File: config.mk
export PLATFORM = sky130hd
export DESIGN_NAME = cop_seg_xlate
export DESIGN_NICKNAME = d
export VERILOG_FILES = /design/src/rtl/csx_pkg.sv /design/src/rtl/csx_lane_swap.sv /design/src/rtl/csx_page_lookup.sv /design/src/rtl/csx_boot_ctl.sv /design/src/rtl/cop_seg_xlate.sv
export SDC_FILE = /design/constraint.sdc
export NUM_CORES = 1
export LEC_CHECK = 0
export ABC_AREA = 1
export ABC_CLOCK_PERIOD_IN_PS = 4100
export CORE_MARGIN = 2
export CORE_UTILIZATION = 45
export CTS_BUF_LIST = sky130_fd_sc_hd__clkbuf_16
export CTS_CLUSTER_DIAMETER = 30
export DETAILED_ROUTE_END_ITERATION = 10
export PLACE_DENSITY = 0.88
export SLEW_MARGIN = 10
export SYNTH_ARGS = -nofsm -noshare
export SYNTH_HDL_FRONTEND = slang
export SYNTH_HIERARCHICAL = 1
export SYNTH_SLANG_ARGS = --single-unit
File: constraint.sdc
create_clock -name clk -period 4.1 [get_ports clk]
set_input_delay 0.615 -clock clk [delete_from_list [all_inputs] [get_ports clk]]
set_output_delay 0.615 -clock clk [all_outputs]
set_load 0.1 [all_outputs]
File: src/rtl/csx_pkg.sv
// Package for the segment address translator: request-space codes, the
// routing decision and the two fixed page tables.
// Assumes rows of 4 columns with an 8-bit page number, 255 meaning unmapped.
package csx_pkg;

    typedef enum logic [1:0] {
        SP_PROG = 2'd0,
        SP_DATA = 2'd1,
        SP_IO   = 2'd2,
        SP_NONE = 2'd3
    } space_e;

    typedef enum logic [1:0] {
        RT_HOST = 2'd0,
        RT_ROM  = 2'd1,
        RT_DROP = 2'd2
    } route_e;

    localparam logic [7:0] PAGE_NONE = 8'hFF;
    localparam int         LIN_ROW   = 12;
    localparam int         LIN_BASE  = 16;

    // Program table row, packed as {col3, col2, col1, col0}
    function automatic logic [31:0] prog_row(input logic [3:0] r);
        logic [31:0] v;
        case (r)
            4'd0:    v = {8'd3,   8'd2,   8'd1,   8'd0};
            4'd1:    v = {8'd255, 8'd3,   8'd2,   8'd1};
            4'd2:    v = {8'd7,   8'd6,   8'd5,   8'd4};
            4'd3:    v = {8'd42,  8'd41,  8'd40,  8'd46};
            4'd4:    v = {8'd255, 8'd255, 8'd255, 8'd255};
            4'd5:    v = {8'd47,  8'd255, 8'd255, 8'd255};
            4'd6:    v = {8'd255, 8'd3,   8'd2,   8'd1};
            4'd7:    v = {8'd255, 8'd255, 8'd255, 8'd255};
            4'd8:    v = {8'd9,   8'd8,   8'd2,   8'd1};
            4'd9:    v = {8'd11,  8'd10,  8'd6,   8'd5};
            4'd10:   v = {8'd9,   8'd8,   8'd2,   8'd1};
            4'd11:   v = {8'd15,  8'd14,  8'd13,  8'd12};
            default: v = '0;
        endcase
        return v;
    endfunction

    // Data table row, packed as {col3, col2, col1, col0}
    function automatic logic [31:0] data_row(input logic [3:0] r);
        logic [31:0] v;
        case (r)
            4'd0:    v = {8'd3,   8'd2,   8'd1,   8'd0};
            4'd1:    v = {8'd7,   8'd6,   8'd5,   8'd4};
            4'd2:    v = {8'd7,   8'd6,   8'd5,   8'd4};
            4'd3:    v = {8'd42,  8'd41,  8'd40,  8'd46};
            4'd4:    v = {8'd255, 8'd255, 8'd255, 8'd255};
            4'd5:    v = {8'd47,  8'd3,   8'd2,   8'd1};
            4'd6:    v = {8'd255, 8'd3,   8'd2,   8'd1};
            4'd7:    v = {8'd255, 8'd255, 8'd255, 8'd255};
            4'd8:    v = {8'd11,  8'd10,  8'd6,   8'd5};
            4'd9:    v = {8'd11,  8'd10,  8'd6,   8'd5};
            4'd10:   v = {8'd9,   8'd8,   8'd2,   8'd1};
            4'd11:   v = {8'd15,  8'd14,  8'd13,  8'd12};
            default: v = '0;
        endcase
        return v;
    endfunction

    // Page lookup: the top four rows are a linear run computed, not listed
    function automatic logic [7:0] page_of(input logic is_data,
                                           input logic [3:0] r,
                                           input logic [1:0] c);
        logic [31:0] row;
        logic [7:0]  pg;
        row = is_data ? data_row(r) : prog_row(r);
        if (int'(r) >= LIN_ROW)
            pg = 8'(LIN_BASE + 4 * (int'(r) - LIN_ROW) + int'(c));
        else
            pg = row[8*c +: 8];
        return pg;
    endfunction

endpackage

File: src/rtl/csx_lane_swap.sv
// Reverses the order of LANES chunks of CHUNK bits each.
// Used for data words (8-bit chunks) and byte enables (1-bit chunks).
// Pure wiring, no state.
module csx_lane_swap #(
    parameter int LANES = 2,
    parameter int CHUNK = 8
) (
    input  logic [LANES*CHUNK-1:0] din,
    output logic [LANES*CHUNK-1:0] dout
);
    // One assignment per lane, mirrored position
    for (genvar i = 0; i < LANES; i++) begin : g_lane
        assign dout[i*CHUNK +: CHUNK] = din[(LANES-1-i)*CHUNK +: CHUNK];
    end
endmodule

File: src/rtl/csx_page_lookup.sv
// Combinational page translation for program or data space.
// It selects a row and column from the upper address bits and looks up the
// page, then forms the host address. For framebuffer pages it also permutes
// the low 16 bits.
// Assumes ADDR_W == PAGE_SHIFT + 6 (16 rows of 4 quarter segments).
module csx_page_lookup
    import csx_pkg::*;
#(
    parameter int ADDR_W     = 20,
    parameter int PAGE_SHIFT = 14,
    parameter int FB_FIRST   = 40,
    parameter int FB_LAST    = 47
) (
    input  logic              is_data,
    input  logic [ADDR_W-1:0] cop_addr,
    output logic              mapped,
    output logic [ADDR_W-1:0] phys_addr
);
    localparam int COL_LSB = PAGE_SHIFT;
    localparam int ROW_LSB = PAGE_SHIFT + 2;

    logic [3:0]        row;
    logic [1:0]        col;
    logic [7:0]        page;
    logic [ADDR_W-1:0] formed;
    logic              in_fb;

    // Table read and address formation
    always_comb begin
        row    = cop_addr[ROW_LSB +: 4];
        col    = cop_addr[COL_LSB +: 2];
        page   = page_of(is_data, row, col);
        mapped = (page != PAGE_NONE);
        formed = (ADDR_W'(page) << PAGE_SHIFT) | ADDR_W'(cop_addr[PAGE_SHIFT-1:0]);
        in_fb  = (int'(page) >= FB_FIRST) && (int'(page) <= FB_LAST);
    end

    // Framebuffer bit permutation: bits 7:6 go up to 14:13, bits 14:8 down to 12:6
    always_comb begin
        if (in_fb)
            phys_addr = {formed[ADDR_W-1:16], formed[15], formed[7:6],
                         formed[14:8], formed[5:0]};
        else
            phys_addr = formed;
    end
endmodule

File: src/rtl/csx_boot_ctl.sv
// Memory-enable flag. While the flag is clear, program reads are served by
// the boot ROM. A serial-control write loads the flag from one bit of the
// written byte; a coprocessor halt clears it and wins over the write.
module csx_boot_ctl #(
    parameter int CFG_W  = 8,
    parameter int EN_BIT = 5
) (
    input  logic             clk,
    input  logic             rst_n,
    input  logic             cfg_wr,
    input  logic [CFG_W-1:0] cfg_data,
    input  logic             halt,
    output logic             mem_en
);
    // Flag register: halt first, then register write
    always_ff @(posedge clk) begin
        if (!rst_n)
            mem_en <= 1'b0;
        else if (halt)
            mem_en <= 1'b0;
        else if (cfg_wr)
            mem_en <= cfg_data[EN_BIT];
    end
endmodule

File: src/rtl/cop_seg_xlate.sv
// Top of the segment address translator. It accepts one coprocessor request
// at a time, routes it at acceptance (host bus, boot ROM or drop) and returns
// a one-cycle response.
// Assumes a synchronous ROM (data valid the cycle after rom_en) and a host
// that may hold host_ready low for any number of cycles.
module cop_seg_xlate
    import csx_pkg::*;
#(
    parameter int ADDR_W     = 20,
    parameter int DATA_W     = 16,
    parameter int PAGE_SHIFT = 14,
    parameter int ROM_AW     = 13,
    parameter int IO_BASE    = 'h8000,
    parameter int IO_WIN_W   = 10,
    parameter int CFG_W      = 8,
    parameter int MEM_EN_BIT = 5
) (
    input  logic                  clk,
    input  logic                  rst_n,
    input  logic                  cp_req_valid,
    output logic                  cp_req_ready,
    input  logic [1:0]            cp_req_space,
    input  logic                  cp_req_write,
    input  logic [ADDR_W-1:0]     cp_req_addr,
    input  logic [DATA_W-1:0]     cp_req_wdata,
    input  logic [DATA_W/8-1:0]   cp_req_be,
    output logic                  cp_rsp_valid,
    output logic [DATA_W-1:0]     cp_rsp_rdata,
    input  logic                  mode_wr,
    input  logic [CFG_W-1:0]      mode_wdata,
    input  logic                  cop_halt,
    output logic                  host_valid,
    input  logic                  host_ready,
    output logic                  host_io,
    output logic                  host_write,
    output logic [ADDR_W-1:0]     host_addr,
    output logic [DATA_W-1:0]     host_wdata,
    output logic [DATA_W/8-1:0]   host_be,
    input  logic [DATA_W-1:0]     host_rdata,
    output logic                  rom_en,
    output logic [ROM_AW-1:0]     rom_addr,
    input  logic [DATA_W-1:0]     rom_rdata
);
    localparam int BE_W = DATA_W / 8;
    localparam logic [ADDR_W-IO_WIN_W-1:0] IO_TAG = (ADDR_W-IO_WIN_W)'(IO_BASE >> IO_WIN_W);

    typedef enum logic [2:0] {
        ST_IDLE = 3'd0,
        ST_BUS  = 3'd1,
        ST_ROM  = 3'd2,
        ST_ROMW = 3'd3,
        ST_RESP = 3'd4
    } state_e;

    state_e            st;
    logic              mem_en;
    logic              lk_mapped;
    logic [ADDR_W-1:0] lk_addr;
    logic [DATA_W-1:0] wdata_sw;
    logic [BE_W-1:0]   be_sw;
    logic [DATA_W-1:0] rdata_sw;
    logic              accept;
    route_e            route;
    logic              route_io;
    logic [ADDR_W-1:0] route_addr;
    logic [DATA_W-1:0] rsp_data;

    csx_boot_ctl #(
        .CFG_W  (CFG_W),
        .EN_BIT (MEM_EN_BIT)
    ) i_boot (
        .clk      (clk),
        .rst_n    (rst_n),
        .cfg_wr   (mode_wr),
        .cfg_data (mode_wdata),
        .halt     (cop_halt),
        .mem_en   (mem_en)
    );

    csx_page_lookup #(
        .ADDR_W     (ADDR_W),
        .PAGE_SHIFT (PAGE_SHIFT)
    ) i_lookup (
        .is_data   (cp_req_space == SP_DATA),
        .cop_addr  (cp_req_addr),
        .mapped    (lk_mapped),
        .phys_addr (lk_addr)
    );

    csx_lane_swap #(.LANES(BE_W), .CHUNK(8)) i_swap_wd (.din(cp_req_wdata), .dout(wdata_sw));
    csx_lane_swap #(.LANES(BE_W), .CHUNK(1)) i_swap_be (.din(cp_req_be),    .dout(be_sw));
    csx_lane_swap #(.LANES(BE_W), .CHUNK(8)) i_swap_rd (.din(host_rdata),   .dout(rdata_sw));

    assign cp_req_ready = (st == ST_IDLE);
    assign accept       = cp_req_valid && cp_req_ready;
    assign host_valid   = (st == ST_BUS);
    assign rom_en       = (st == ST_ROM);
    assign cp_rsp_valid = (st == ST_RESP);
    assign cp_rsp_rdata = rsp_data;

    // Routing decision for the request now on the inputs
    always_comb begin
        route      = RT_DROP;
        route_io   = 1'b0;
        route_addr = lk_addr;
        case (space_e'(cp_req_space))
            SP_IO: begin
                route_io   = 1'b1;
                route_addr = ADDR_W'(cp_req_addr[IO_WIN_W-1:0]);
                if (cp_req_addr[ADDR_W-1:IO_WIN_W] == IO_TAG)
                    route = RT_HOST;
            end
            SP_PROG: begin
                if (!cp_req_write && !mem_en)
                    route = RT_ROM;
                else if (lk_mapped)
                    route = RT_HOST;
            end
            SP_DATA: begin
                if (lk_mapped)
                    route = RT_HOST;
            end
            default: route = RT_DROP;
        endcase
    end

    // Sequencer: accept, wait for host or ROM, then one response cycle
    always_ff @(posedge clk) begin
        if (!rst_n) begin
            st <= ST_IDLE;
        end else begin
            case (st)
                ST_IDLE: if (accept) begin
                    case (route)
                        RT_HOST: st <= ST_BUS;
                        RT_ROM:  st <= ST_ROM;
                        default: st <= ST_RESP;
                    endcase
                end
                ST_BUS:  if (host_ready) st <= ST_RESP;
                ST_ROM:  st <= ST_ROMW;
                ST_ROMW: st <= ST_RESP;
                ST_RESP: st <= ST_IDLE;
                default: st <= ST_IDLE;
            endcase
        end
    end

    // Request fields captured at acceptance, held while the host is busy
    always_ff @(posedge clk) begin
        if (!rst_n) begin
            host_io    <= 1'b0;
            host_write <= 1'b0;
            host_addr  <= '0;
            host_wdata <= '0;
            host_be    <= '0;
            rom_addr   <= '0;
        end else if (accept) begin
            host_io    <= route_io;
            host_write <= cp_req_write;
            host_addr  <= route_addr;
            host_wdata <= wdata_sw;
            host_be    <= be_sw;
            rom_addr   <= cp_req_addr[ROM_AW:1];
        end
    end

    // Response data: zero for drops and writes, swapped host word, raw ROM word
    always_ff @(posedge clk) begin
        if (!rst_n)
            rsp_data <= '0;
        else if (accept)
            rsp_data <= '0;
        else if (st == ST_BUS && host_ready)
            rsp_data <= host_write ? '0 : rdata_sw;
        else if (st == ST_ROMW)
            rsp_data <= rom_rdata;
    end
endmodule

==> results by group <==
Drt
  – Via/cell ratio: between 5 and 6
  – Drt pass-1 iters: 4
  – DR vias: around 4300
  – WL final: 11.81 mm
  – Wire per inst: 14.06 um
  – 1st-iter DRT viols: between 300 and 400
  – DRT antenna net count: 0
  – Number of remaining DRC errors: 0

Yosys
  – Post-synthesis register bit count: 73
  – Cell taking the most area after synthesis: dfxtp_1
  – Cells after Synth: 629
  – Yosys cell types: 32
  – FFs w/ async S/R, synth: 0
  – Top post-synthesis cells by area: dfxtp_1 35%, nand2_1 16%, a21oi_1 9.0%
  – EDFF count, synth: 0
  – Synth Cell Area: between 4000 and 5000 sq um
  – Sequential element share of the synthesized area: 0.3475
  – Post-synth top area share: 0.3475
  – Main flop type after synthesis: dfxtp_1
  – Syn Area/Cell: around 6.7 sq um
  – Syn Nets: around 730
  – Synth warn: 6

Floorplan
  – Overall die area: roughly 10000 sq um
  – Starting Density: 0.4595
  – Ports: between 150 and 200
  – Die X: a little over 100 um
  – Die Ht: ~100 um
  – Core area: slightly above 9000 sq um
  – Row cnt: 35

Critical path
  – Crit-path max FO: 19
  – Crit. End Element: output pin
  – Crit path launch type: flop
  – Crit path kind: flop to output pin
  – Worst EP arrival: between 2000 and 2500 ps
  – CP Data Required Time: roughly 3500 ps

Final layout
  – Post-Layout Cell Count: between 800 and 900
  – N_diodes: 0
  – Final layout net count: ~820
  – Layout cells sized above 1: 0.04801
  – Synth-to-Final Area Change: 36.09%

Global routing
  – Initial antenna violation count: 0
  – Global route overflow: 0
  – Global-route wire length before repair: 18.57 mm
  – Largest net degree at the start of global routing: 48
  – Number of global-route vias before repair: 4072
  – Total GRT Usage: 0.2263

STA
  – RSZ-0062 raised after global routing: no
  – Max Clock Freq: ~330 MHz
  – Actual slew at the worst max-slew pin: ~1100 ps
  – Tmin final: 3008 ps
  – Relative slew slack: 0.2702
  – Tcrit/Tclk final: 0.7337
  – Min Hold Slack: 447.3 ps
  – Final setup vio count: 0
  – Pins Over Slew Limit: 0
  – Setup TNS: 0 ps
  – Setup Skew: 7.412 ps
  – Final hold violations: 0

Clock network
  – Cts hold-fix bufs: 0
  – CTS tree: done
  – Root Buffer: clkbuf_16
  – Clk pin slew, worst setup/hold paths: 50 ps
  – H-tree depth: 3
  – Post-CTS setup buffer count: 0
  – CTS resizes: 0
  – Clk sinks: 73
  – Cts bufs inserted: 9
  – Clk buf depth: 2
  – Skew-Pair Late Insertion Delay: 330 ps

Min path
  – Hold WC Path Type: flop to flop

Power and ir drop
  – Switching share of power: 0.4243
  – Clk pwr share: 0.293
  – Switching power: roughly 0.0012 W
  – Internal: between 0.0015 and 0.002 W
  – Register share of total power: 0.298
  – Leakage power: 2.529 nW
  – Combinational power share: 0.409
  – VDD IR max: roughly 0.33 mV
  – PD cells: 485.1 nW/um^2

Place
  – DP Wirelength: 8.349 mm
  – Placed insts: 824
  – Number of port buffers: 152
  – GPL Wtd Cong: between 0.8 and 0.9

Run
  – MaxCap Viol Count: 0

Status
  – Outcome: complete, no violations
==> metal layers <==
layer	track usage	vias to the layer above	part of all wire
li1	-	2171	-
met1	0.2684	1975	0.42
met2	0.3872	161	0.49
met3	0.06311	23	0.072
met4	0.08641	0	0.021
met5	0	-	0
==> sequential cells by signal, summed over array words and instances, names as in the netlist <==
register / count
host_addr: 20
cp_rsp_rdata: 16
host_wdata: 16
rom_addr: 13
st: 3
host_be: 2
host_io: 1
host_write: 1
i_boot/mem_en: 1
==> logic make-up after synthesis <==
| kind of cell | share of synthesized area |
|---|---|
| AO/OA/AOI/OAI | 0.1842 |
| AND/OR/NAND/NOR | 0.2684 |
| flip-flops | 0.3475 |
| adder cells (fa/ha/maj) | 0.03273 |
| XOR/XNOR | 0.002083 |
| buffers and inverters | 0.1651 |
==> power groups by stage <==
| stage | Clock, W | Combinational [W] | Sequential (W) |
|---|---|---|---|
| 5_1_grt | 0.000851 | 0.00119 | 0.000835 |
| 4_1_cts | 0.000822 | 0.00113 | 0.000827 |
| 3_3_place_gp | 0 | 0.00111 | 0.000836 |
| 3_5_place_dp | 0 | 0.00113 | 0.000840 |
| 6_report | 0.000814 | 0.00114 | 0.000827 |
| 2_1_floorplan | 0 | 0.000380 | 0.00133 |
==> layout make-up <==
class	instances	area [sq um]
inverters	58	217.7
repair buffers	155	1544
fillers	769	3430
flip-flops and latches	73	1461
clock buffers	9	225.2
clock inverters	7	86.33
multi-input cells	427	2049
well taps	111	138.9
==> path summary, 6_finish.rpt <==
kind / from / endpoint / slack, ps / depth (start not counted)
max: st[1] / rom_en / 1090 / 3
min: host_addr[11] / host_addr[11] / 450 / 2
max reg2reg: st[1] / cp_rsp_rdata[10] / 2060 / 4
min reg2reg: host_addr[11] / host_addr[11] / 450 / 2
==> worst max-delay path, stage by stage, from the launching register on <==
cell and delay [ps]:
dfxtp_1 430, inv_2 190, nor2_1 250, clkdlybuf4s50_1 1190
==> placed cells by master (no fill, tap or decap), types with 2 or more instances in the layout <==
cell type        netlist  final
nor2_4                 2      2
clkinv_1               0      2
inv_2                  6      6
ha_1                  11     11
nand3_1               30     30
nand2_1              182    182
inv_1                 52     53
nand2_2                3      3
bufinv_16              0      2
o21ai_0               45     45
nor2_1                44     44
clkbuf_16              0      9
o22ai_1               16     16
dfxtp_1               73     73
a21oi_1               76     76
a21oi_2                2      2
clkdlybuf4s50_1        0    152
nand2_4                2      2
nor3_1                 2      2
buf_4                 47      3
clkinvlp_4             0      2
o21a_1                 2      2
==> cell usage after synthesis, types with 2 or more instances <==
master / instances
nor3_1: 2
a21oi_1: 76
nand2_1: 182
nand2_4: 2
ha_1: 11
clkbuf_2: 2
nor2_1: 44
a21oi_2: 2
inv_1: 52
buf_6: 3
clkbuf_1: 11
o21a_1: 2
o22ai_1: 16
inv_2: 6
dfxtp_1: 73
nand3_1: 30
buf_2: 7
nor2_4: 2
buf_4: 47
o21ai_0: 45
nand2_2: 3
==> through the flow <==
stage               power, W  utilization  setup slack, ps  area [sq um]
floorplan           0.001711            -             1055          4205
global placement    0.001950       0.5913            926.2          5411
detailed placement  0.001968       0.5913            900.6          5411
CTS                 0.002783       0.6253             1078          5723
global route        0.002882       0.6253            862.1          5723
finish              0.002776       0.6253             1092          5723
Note: power is estimated with default switching activity, not from simulation.
